[src/rtl/dram_ref_pkg.sv]
package dram_ref_pkg;

  typedef enum logic [1:0] {
    ST_IDLE = 2'd0,
    ST_CPU  = 2'd1,
    ST_REF  = 2'd2
  } arb_state_e;

  // Strobes from control to datapath
  typedef struct packed {
    logic refActive;
    logic cpuActive;
    logic rowAdvance;
  } arb_ctl_t;

endpackage

[src/rtl/dram_ref_ctrl.sv]
module dram_ref_ctrl
  import dram_ref_pkg::*;
#(
  parameter int INTERVAL = 64
) (
  input  logic     clk,
  input  logic     rstN,
  input  logic     cpuReq,
  input  logic     seqBusy,
  input  logic     cycleDone,
  output logic     cycleStart,
  output logic     cpuGrant,
  output arb_ctl_t ctl
);

  localparam int CNT_W = (INTERVAL > 2) ? $clog2(INTERVAL) : 1;
  localparam logic [CNT_W-1:0] RELOAD = CNT_W'(INTERVAL - 1);

  arb_state_e       state;
  logic [CNT_W-1:0] intervalCnt;
  logic             refPending;
  logic             tick;
  logic             canGrant;
  logic             grantRef;
  logic             grantCpu;

  assign tick     = (intervalCnt == '0);
  assign canGrant = (state == ST_IDLE) && !seqBusy;
  assign grantRef = canGrant && refPending;
  assign grantCpu = canGrant && !refPending && cpuReq;

  always_ff @(posedge clk) begin
    if (!rstN) begin
      intervalCnt <= RELOAD;
      refPending  <= 1'b0;
      state       <= ST_IDLE;
      cycleStart  <= 1'b0;
      cpuGrant    <= 1'b0;
    end else begin
      intervalCnt <= tick ? RELOAD : intervalCnt - 1'b1;
      refPending  <= tick | (refPending & ~grantRef);
      cycleStart  <= grantRef | grantCpu;
      cpuGrant    <= grantCpu;
      unique case (state)
        ST_IDLE: begin
          if (grantRef)      state <= ST_REF;
          else if (grantCpu) state <= ST_CPU;
        end
        ST_CPU:  if (cycleDone) state <= ST_IDLE;
        ST_REF:  if (cycleDone) state <= ST_IDLE;
        default: state <= ST_IDLE;
      endcase
    end
  end

  always_comb begin
    ctl            = '0;
    ctl.refActive  = (state == ST_REF);
    ctl.cpuActive  = (state == ST_CPU);
    ctl.rowAdvance = (state == ST_REF) && cycleDone;
  end

  // no cycle may start right after the sequencer reported busy
  p_no_start_busy_r3: assert property (@(posedge clk) disable iff (!rstN)
    seqBusy |=> !cycleStart);

  // start is a single-cycle pulse
  p_start_pulse_r3: assert property (@(posedge clk) disable iff (!rstN)
    cycleStart |=> !cycleStart);

  // a pending refresh wins whenever a grant is possible
  p_ref_priority_r4: assert property (@(posedge clk) disable iff (!rstN)
    (canGrant && refPending && cpuReq) |=> (ctl.refActive && !cpuGrant));

  // a refresh waiting behind a busy sequencer is kept
  p_pend_hold_r5: assert property (@(posedge clk) disable iff (!rstN)
    (refPending && seqBusy) |=> refPending);

endmodule

[src/rtl/dram_ref_dpath.sv]
module dram_ref_dpath
  import dram_ref_pkg::*;
#(
  parameter int ROW_W  = 8,
  parameter int NUM_CS = 4,
  localparam int BANK_W = (NUM_CS > 1) ? $clog2(NUM_CS) : 1
) (
  input  logic              clk,
  input  logic              rstN,
  input  arb_ctl_t          ctl,
  input  logic              cpuWrite,
  input  logic [BANK_W-1:0] cpuBank,
  output logic [ROW_W-1:0]  refreshRow,
  output logic              writeEn,
  output logic [NUM_CS-1:0] chipSel,
  output logic              casEnable
);

  always_ff @(posedge clk) begin
    if (!rstN)               refreshRow <= '0;
    else if (ctl.rowAdvance) refreshRow <= refreshRow + 1'b1;
  end

  assign writeEn   = ctl.cpuActive & cpuWrite;
  assign casEnable = ctl.cpuActive;

  for (genvar g = 0; g < NUM_CS; g++) begin : g_cs
    assign chipSel[g] = ctl.refActive |
                        (ctl.cpuActive && (cpuBank == BANK_W'(g)));
  end

  // refresh never writes
  p_no_write_refresh_r8: assert property (@(posedge clk) disable iff (!rstN)
    ctl.refActive |-> !writeEn);

  // a CPU cycle selects exactly one chip row
  p_cpu_cs_onehot_r9: assert property (@(posedge clk) disable iff (!rstN)
    casEnable |-> $onehot(chipSel));

  // the row counter moves only when a refresh cycle ends
  p_row_stable_r7: assert property (@(posedge clk) disable iff (!rstN)
    !ctl.refActive |=> $stable(refreshRow));

endmodule

[src/rtl/dram_ref_arbiter.sv]
module dram_ref_arbiter
  import dram_ref_pkg::*;
#(
  parameter int INTERVAL = 64,
  parameter int ROW_W    = 8,
  parameter int NUM_CS   = 4,
  localparam int BANK_W  = (NUM_CS > 1) ? $clog2(NUM_CS) : 1
) (
  input  logic              clk,
  input  logic              rstN,
  input  logic              cpuReq,
  input  logic              cpuWrite,
  input  logic [BANK_W-1:0] cpuBank,
  input  logic              seqBusy,
  input  logic              cycleDone,
  output logic              cycleStart,
  output logic              cpuGrant,
  output logic              refreshActive,
  output logic [ROW_W-1:0]  refreshRow,
  output logic              writeEn,
  output logic [NUM_CS-1:0] chipSel,
  output logic              casEnable
);

  arb_ctl_t ctl;

  dram_ref_ctrl #(.INTERVAL(INTERVAL)) u_ctrl (
    .clk(clk), .rstN(rstN), .cpuReq(cpuReq), .seqBusy(seqBusy),
    .cycleDone(cycleDone), .cycleStart(cycleStart), .cpuGrant(cpuGrant),
    .ctl(ctl)
  );

  dram_ref_dpath #(.ROW_W(ROW_W), .NUM_CS(NUM_CS)) u_dpath (
    .clk(clk), .rstN(rstN), .ctl(ctl), .cpuWrite(cpuWrite),
    .cpuBank(cpuBank), .refreshRow(refreshRow), .writeEn(writeEn),
    .chipSel(chipSel), .casEnable(casEnable)
  );

  assign refreshActive = ctl.refActive;

  // CPU grant only ever comes with a start pulse
  p_grant_with_start_r10: assert property (@(posedge clk) disable iff (!rstN)
    cpuGrant |-> cycleStart);

endmodule

[config.mk]
export PLATFORM = sky130hd
export DESIGN_NAME = dram_ref_arbiter
export DESIGN_NICKNAME = d
export VERILOG_FILES = /design/src/rtl/dram_ref_pkg.sv /design/src/rtl/dram_ref_ctrl.sv /design/src/rtl/dram_ref_dpath.sv /design/src/rtl/dram_ref_arbiter.sv
export SDC_FILE = /design/constraint.sdc
export NUM_CORES = 1
export LEC_CHECK = 0
export BUFFER_PORTS_ARGS = -buffer_cell sky130_fd_sc_hd__buf_2
export CAP_MARGIN = 30
export CORE_MARGIN = 4
export CORE_UTILIZATION = 49
export DETAILED_ROUTE_END_ITERATION = 10
export PLACE_DENSITY = 0.8
export SLEW_MARGIN = 20
export SYNTH_ARGS = -nofsm -noshare
export SYNTH_HDL_FRONTEND = slang
export SYNTH_SLANG_ARGS = --single-unit
[constraint.sdc]
create_clock -name clk -period 1.8 [get_ports clk]
set_input_delay 0.18 -clock clk [delete_from_list [all_inputs] [get_ports clk]]
set_output_delay 0.18 -clock clk [all_outputs]
set_load 0.01 [all_outputs]
After elaboration in Yosys (flattened, before gate mapping). Index checks and enable logic that the tools add are counted.

Flip-flop bits (word level): 19. Bits of input ports: 8. Output and inout port bits: 17. Word-level logic and storage cells: 46.

Mux-type cells: 4. Bitwise logic cells: 10. $add $sub $neg: 2. Equal/unequal tests: 7. Reduce and logical (&&, ||, !) cells: 17.

Operator list (count): 1-bit logical AND (9); 8-bit by 1-bit adder with 8-bit output (second input constant) (1); 2-bit equality test (second input constant) (3); 6-bit zero test (1); 2-bit 2-to-1 mux (3); 1-bit OR (6); 6-bit by 1-bit subtractor with 6-bit output (second input constant) (1); 2-bit by 1-bit equality test with 1-bit output (second input constant) (2); 2-bit zero test (2); 2-bit one-hot mux with 2 select lines (1); 2-bit OR reduction (2); 3-bit by 1-bit != test with 1-bit output (second input constant) (1); 1-bit AND (2); 1-bit zero test (2); 2-bit by 1-bit != test with 1-bit output (second input constant) (1); 1-bit NOT (2); 2-bit AND reduction (1).

Logic depth before layout (Yosys ltp). Gate-level depths: netlist of the first run.

Depth in word-level cells: 7. Gate-level depth with buffers: 5. Depth with buffers taken out: 5.

By module. Synthesis of the first run repeated with hierarchy kept, for this count alone.

Cell total of the unflattened synthesis: 100. Area, all modules: 913.4 µm².

By module, submodules not included: dram_ref_ctrl (area each 496.7 µm², instances 1, sequential area each 220.2 µm², cells an instance 54); dram_ref_dpath (area each 416.6 µm², instances 1, sequential area each 160.2 µm², cells an instance 46).

Worst setup path before layout of the first run. No wires, ideal clock.

Path kind: register to register. Start point: register u_ctrl.state[0]. End point: register u_dpath.refreshRow[5]. Path slack: 269 ps. Stages on the path, launching flop included: 6. Arrival time: 1461 ps. Period minus slack after synthesis: 1531 ps. Data required time: 1730 ps. Path through: dfxtp_1 inv_1 ha_1 nand2_4 or4_1 a21oi_1.

Longest elaborated chain between the ends: 2.

Ends and longest elaborated chain: start, declared (line dram_ref_ctrl.sv:19) `arb_state_e state;`; start signal, assigned (line dram_ref_ctrl.sv:36) `state <= ST_IDLE;`; start signal, assigned (line dram_ref_ctrl.sv:46) `if (grantRef) state <= ST_REF;`; start signal, assigned (line dram_ref_ctrl.sv:47) `else if (grantCpu) state <= ST_CPU;`; 2-bit equality test; net refreshActive (line dram_ref_arbiter.sv:18) `output logic refreshActive,`; 1-bit logical AND (line dram_ref_ctrl.sv:60) `ctl.rowAdvance = (state == ST_REF) && cycleDone;`; end signal, assigned (line dram_ref_dpath.sv:21) `else if (ctl.rowAdvance) refreshRow <= refreshRow + 1'b1;`; end, declared (line dram_ref_dpath.sv:13) `output logic [ROW_W-1:0] refreshRow,`.

The timed path passes the listed nets, and every way through them passes these cells. A chain may end at the register's enable or synchronous reset.

Worst setup path after layout of the first run.
Start point: register u_ctrl.state[1]. End point: output port chipSel[0].

Longest elaborated chain between the ends: 3. Elaborated cells on any way between the ends: 4.

Ends and longest elaborated chain: 2-bit by 1-bit equality test with 1-bit output (line dram_ref_ctrl.sv:59) `ctl.cpuActive = (state == ST_CPU);`; 1-bit logical AND (line dram_ref_dpath.sv:29) `(ctl.cpuActive && (cpuBank == BANK_W'(g)));`; 1-bit OR (*) (line dram_ref_dpath.sv:28) `assign chipSel[g] = ctl.refActive |`; end, declared (line dram_ref_arbiter.sv:21) `output logic [NUM_CS-1:0] chipSel,`.

Mark *: on every way between the ends. The rest lies on a longest branch, timed or not.

==> results of run 1 <==
==> cell usage in the layout, fill, tap and decap left out, drive strengths merged <==
cell type and n:
buf 24, dfxtp 19, nand2 12, a21oi 9, inv 7, ha 6
nand3 5, nor2 5, o31ai 4, o21ai 4, or3 4, o21bai 3
nor3b 3, xor2 3, or4 3, clkbuf 3, xnor2 2, nand4 2
a31o 1, and2 1, or2 1, nor4 1, nor2b 1, nand3b 1
or4b 1, o2bb2ai 1, clkinv 1
==> how the worst min path moves through the flow <==
stage	startpoint	end	slack, ps	depth (start not counted)
2_1_floorplan	cpuReq	u_ctrl.cycleStart	310	2
3_3_place_gp	u_ctrl.intervalCnt[0]	u_ctrl.intervalCnt[0]	380	1
3_5_place_dp	u_ctrl.intervalCnt[0]	u_ctrl.intervalCnt[0]	380	1
4_1_cts	cpuReq	u_ctrl.cycleStart	140	3
5_1_grt	rstN	u_ctrl.state[1]	150	3
6_report	cpuReq	u_ctrl.cycleStart	140	3
==> state kept, by name, summed over array words and instances (netlist names) <==
| register | flops |
|---|---|
| u_ctrl.refPending | 1 |
| u_ctrl.cycleStart | 1 |
| u_dpath.refreshRow | 8 |
| u_ctrl.state | 2 |
| u_ctrl.cpuGrant | 1 |
| u_ctrl.intervalCnt | 6 |
==> layer usage <==
layer / up-vias / wire, µm / GRT usage
met1: 344 / 749 / 0.1566
met2: 16 / 815 / 0.2413
met5: - / 0 / 0
met3: 2 / 97 / 0.04154
met4: 0 / 19 / 0.06726
li1: 412 / - / -
==> power groups by stage <==
stage	combinational, mW	sequential [mW]	clock [mW]
6_report	0.0652	0.435	0.216
5_1_grt	0.0743	0.437	0.241
3_3_place_gp	0.0640	0.444	0
3_5_place_dp	0.0661	0.445	0
4_1_cts	0.0664	0.435	0.220
2_1_floorplan	0.0400	0.445	0
==> area by class of cell <==
class | instances | area (µm²) | area share
well taps | 25 | 31.28 | 0.02945
multi-input cells | 73 | 476.7 | 0.4488
flip-flops and latches | 19 | 380.4 | 0.3581
repair buffers | 24 | 120.1 | 0.1131
clock inverters | 1 | 5.005 | 0.004711
clock buffers | 3 | 22.52 | 0.02120
inverters | 7 | 26.28 | 0.02473
==> per-stage QoR <==
stage	utilization	worst slack [ps]
6_report	0.6152	126.2
5_1_grt	0.6152	25.02
4_1_cts	0.6152	110.5
3_5_place_dp	0.5993	203.4
3_3_place_gp	0.5993	269.4
2_1_floorplan	-	269.0
==> cells by family after synthesis <==
kind of cell,Yosys count,share of synthesized area
AOI/OAI and AO/OA,22,0.1521
buffers and inverters,8,0.03521
xor gates and xnor gates,5,0.04930
adders and majority gates,6,0.08450
DFF,19,0.4282
and+or+nand+nor,40,0.2507
==> tightest hold or removal path, cell delays in order <==
cell    delay, ps
buf_2         100
nor2_1         40
nor2_1         80
==> results.md, run 1 <==
* First-pass GRT wire length at 2746 µm
* Sequential share of power at 0.607
* Placed cell area at 1035 µm²
* Final Non-Filler Cells at 152
* Antenna violations before repair at 0
* Max-cap violation count at 0
* Post-route cell area at 1062 µm²
* YS warnings at 0
* Synth Net Count at 114
* Clock buffer count from CTS at 3
* CP endpoint: chipSel[0]
* Filler cells at 162
* R2r endpoint: u_dpath.refreshRow[7]
* Worst reg2reg path depth at 5
* Grt ovf at 0
* Largest net degree at the start of global routing at 12
* Crit-path max cell delay at 370 ps
* Worst R2R Setup Slack at 200 ps
* Clock power share at 0.302
* Final HPWL DP at 1322 µm
* Ys flop type: dfxtp_1
* Crit-path cells: inv_1 -> ha_1 -> nor3b_1 -> or2_2 -> buf_2
* Starting utilization of the core area at 0.5145
* CP bufs+invs at 2
* Worst-path fanout max at 6
* Max_slew headroom at 0.7020
* Root buf cell: clkbuf_4
* Crit start category: flop
* Top delay family on crit path: simple AND/OR/NAND/NOR gates
* Synth area leader: dfxtp_1
* Run status: finished clean
* # port buffers at 24
* Syn Inst Count at 100
* Vias/cell at 5.092
* Sequential fraction of the synthesis area at 0.4282
* Worst skew pair latency at 290 ps
* Nets at 142
* Top post-synthesis cells by count: 19 x dfxtp_1, 11 x nand2_1, 9 x a21oi_1, 7 x inv_1, 6 x ha_1
* Slowest cell on crit path: dfxtp_1
* Rows at 15
* H-tree Lvls at 1
* Layout cells sized above 1 at 0.2520
* Final worst-path cycle share at 0.9299
* HP Class: input pin to flop
* Mapped cell area at 888.4 µm²
* Final GP Congestion at 0.8622
* FFs w/ async S/R, synth at 0
* Critical path origin: u_ctrl.state[1]
* Yosys cell types at 27
* Worst Skew at 9.285 ps
* Setup repair after global routing missed its margin: no
* Psw at 175.6 µW
* Drt wl/cell at 11.06 µm
* Leak Pwr at 0.4737 nW
* Pwr Total at 715.9 µW
* Switching share of power at 0.2453
* Clock slew at reported path FFs at 100 ps
* Pre-Repair DR Iteration Count at 3
* Worst slew pin tran at 447.0 ps
* Diodes inserted at 0
* Max Slew Vio Count at 0
* # IOs at 25
* Share of the synthesized area in the top cell type at 0.4282
* Area grow syn2layout at 19.58%
* Placed Cells incl. Taps at 148
* Count leader, synth: dfxtp_1
* Class of the most critical setup path: flop to primary output
* Pwr/cell area at 674.0 nW/µm²
* Clk buf depth at 2
* Worst Path Required at 1620 ps
* FF-to-FF Start: u_ctrl.state[0]
* Post-CTS Hold Buffers at 0
* Hold Vio Cnt, Final at 0
* Die W at 50.58 µm
* VDD IR-drop max at 0.4123 mV
* Min Tclk post-route at 1674 ps
* Remaining antenna violation count at 0
* Syn Area/Cell at 8.884 µm²
* Ranking of synthesized cells by area: dfxtp_1 43%, ha_1 8.5%, a21oi_1 5.1%
* Critical Path End Type: primary output
* Global Route Usage Sum at 0.1403
* Drt first-iter violations at 7
* Die H at 50.58 µm
* WHS at 141.9 ps
* CORE AREA at 1727 µm²
* Post-CTS Setup Bufs at 0
* Die area at 2558 µm²
* Post-CTS sizing at 0
* Vias at 774
* Sink Count at 19
* DRC errors left at 0
* Vias in the first global route at 665
* Setup violators final at 0
* EDFF count, synth at 0
* CP arrival at 1490 ps
* Setup TNS at 0 ps
* Comb power frac at 0.091
* DRT Wirelength at 1681 µm
* Flops & latches, synth at 19
* Critical path depth in cells at 5
* Fmax at 597.4 MHz
* CTS tree: yes
* Internal Pwr Total at 540.4 µW
Power figures use the tool's default switching activity.
==> inputs of run 2 (changes only) <==
--- a/config.mk
+++ b/config.mk
@@ -11,6 +11,7 @@
 export CORE_UTILIZATION = 49
 export DETAILED_ROUTE_END_ITERATION = 10
 export PLACE_DENSITY = 0.8
+export REMOVE_ABC_BUFFERS = 1
 export SLEW_MARGIN = 20
 export SYNTH_ARGS = -nofsm -noshare
 export SYNTH_HDL_FRONTEND = slang
==> results.md, run 2 (synthesis gave the netlist of run 1 again) <==
* First-pass GRT wire length at 3049 µm
* VDD IR-drop max at 0.5334 mV
* CORE AREA at 1727 µm²
* CP bufs+invs at 2
* Layout cells sized above 1 at 0.2520
* Root buf cell: clkbuf_4
* Remaining antenna violation count at 0
* FF-to-FF Start: u_ctrl.state[0]
* Post-Place Setup Slack at 203.2 ps
* CTS tree: yes
* Class of the most critical setup path: flop to primary output
* WHS Endpoint: u_ctrl.cycleStart
* Setup slack after layout at 134.6 ps
* Critical Path End Type: primary output
* Nets at 142
* Setup repair after global routing missed its margin: no
* DRT Wirelength at 1710 µm
* Global Route Usage Sum at 0.1539
* Hold Vio Cnt, Final at 0
* Max_slew headroom at 0.7213
* Filler cells at 161
* Max-cap violation count at 0
* Register area at 381.6 µm²
* Worst-path fanout max at 6
* Antenna violations before repair at 0
* Sink Count at 19
* Worst Skew at 2.945 ps
* DRC errors left at 0
* Worst skew pair latency at 290 ps
* Vias at 798
* Top delay family on crit path: simple AND/OR/NAND/NOR gates
* R2r endpoint: u_dpath.refreshRow[7]
* Run status: finished clean
* Area grow syn2layout at 19.58%
* Most common cell after layout, fill and taps aside: buf_2
* Max reg flops at 8
* Pwr/cell area at 672.2 nW/µm²
* Drt wl/cell at 11.25 µm
* Largest net degree at the start of global routing at 12
* HP Class: input pin to flop
* Final worst-path cycle share at 0.9252
* Final GP Congestion at 0.8193
* Hold_sp: cpuReq
* Crit start category: flop
* H-tree Lvls at 1
* Crit-path max cell delay at 350 ps
* Diodes inserted at 0
* Vias in the first global route at 756
* Drt first-iter violations at 19
* Max Slew Vio Count at 0
* Largest register by flop count: u_dpath.refreshRow
* Clk buf depth at 2
* CP arrival at 1490 ps
* Leak Pwr at 0.4715 nW
* # IOs at 25
* Vias/cell at 5.250
* Hold depth at 3
* Worst Path Required at 1620 ps
* Commonest non-fill, non-tap cells in the layout: 24 x buf_2, 18 x dfxtp_1, 11 x nand2_1
* Crit-path cells: inv_1 -> ha_1 -> nor3b_1 -> or2_2 -> buf_2
* Min Tclk post-route at 1665 ps
* Worst R2R Setup Slack at 190 ps
* Clock buffer count from CTS at 3
* Setup violators final at 0
* # port buffers at 24
* Setup TNS at 0 ps
* Die H at 50.58 µm
* Worst slew pin tran at 418.0 ps
* Clock slew at reported path FFs at 100 ps
* Final HPWL DP at 1342 µm
* Die W at 50.58 µm
* Multi-input combinational cell area at 476.7 µm²
* Grt ovf at 0
* Rows at 15
* Worst reg2reg path depth at 5
* Pre-Repair DR Iteration Count at 4
* Die area at 2558 µm²
* Fmax at 600.5 MHz
* Slowest cell on crit path: dfxtp_2
* Starting utilization of the core area at 0.5145
* Largest registers in the final layout: u_dpath.refreshRow: 8 flops, u_ctrl.intervalCnt: 6 flops, u_ctrl.state: 2 flops
[run 2: cell count changes in the layout (fill, tap and decap cells not counted), sizes merged]
cell,change
clkbuf,+1
clkinv,-1
[run 2: what timing repair did]
action	in CTS	in global routing
resized for setup	0	1
hold buffers	0	0
buffers inserted	0	0
endpoints found under the setup margin	0	1
[run 2: worst max path at each step]
stage	startpoint	endpoint	depth (start not counted)
6_report	u_ctrl.state[1]	chipSel[0]	5
3_3_place_gp	u_ctrl.state[0]	u_dpath.refreshRow[7]	5
4_1_cts	u_ctrl.state[1]	chipSel[0]	5
2_1_floorplan	u_ctrl.state[0]	u_dpath.refreshRow[5]	5
5_1_grt	u_ctrl.state[1]	chipSel[0]	5
3_5_place_dp	u_ctrl.state[0]	u_dpath.refreshRow[5]	5
[run 2: layout make-up]
type | count | share of cell area
multi-input cells | 73 | 0.4488
flip-flops and latches | 19 | 0.3592
repair buffers | 24 | 0.1131
well taps | 25 | 0.02945
clock buffers | 4 | 0.02473
inverters | 7 | 0.02473
[run 2: per-stage QoR]
stage / utilization / total power [mW] / hold slack (ps) / std cells / instance area, µm²
after floorplan: - / 0.4838 / 309.4 / 99 / 883.3
after global placement: 0.5993 / 0.5086 / 379.3 / 148 / 1035
after detailed placement: 0.5993 / 0.5123 / 388.4 / 148 / 1035
after CTS: 0.6145 / 0.7213 / 140.7 / 152 / 1061
after global routing: 0.6152 / 0.7515 / 171.6 / 152 / 1062
final: 0.6152 / 0.7141 / 142.7 / 152 / 1062
[run 2: tightest hold or removal path, cell delays in order]
cell    delay, ps
buf_2         100
nor2_1         40
nor2_1         80
[run 2: power breakdown]
group	leakage [nW]	switching (mW)	total [mW]	internal [mW]
logic	0.302	0.0390	0.0674	0.0284
clock network	0.0150	0.126	0.212	0.0862
registers	0.155	0.00514	0.435	0.430
total	0.471	0.170	0.714	0.544
[run 2: layer usage]
| metal | up-vias | part of all wire | GRT usage |
|---|---|---|---|
| li1 | 409 | - | - |
| met1 | 363 | 0.42 | 0.1803 |
| met2 | 22 | 0.49 | 0.2587 |
| met3 | 4 | 0.071 | 0.03561 |
| met4 | 0 | 0.018 | 0.08072 |
| met5 | - | 0 | 0 |
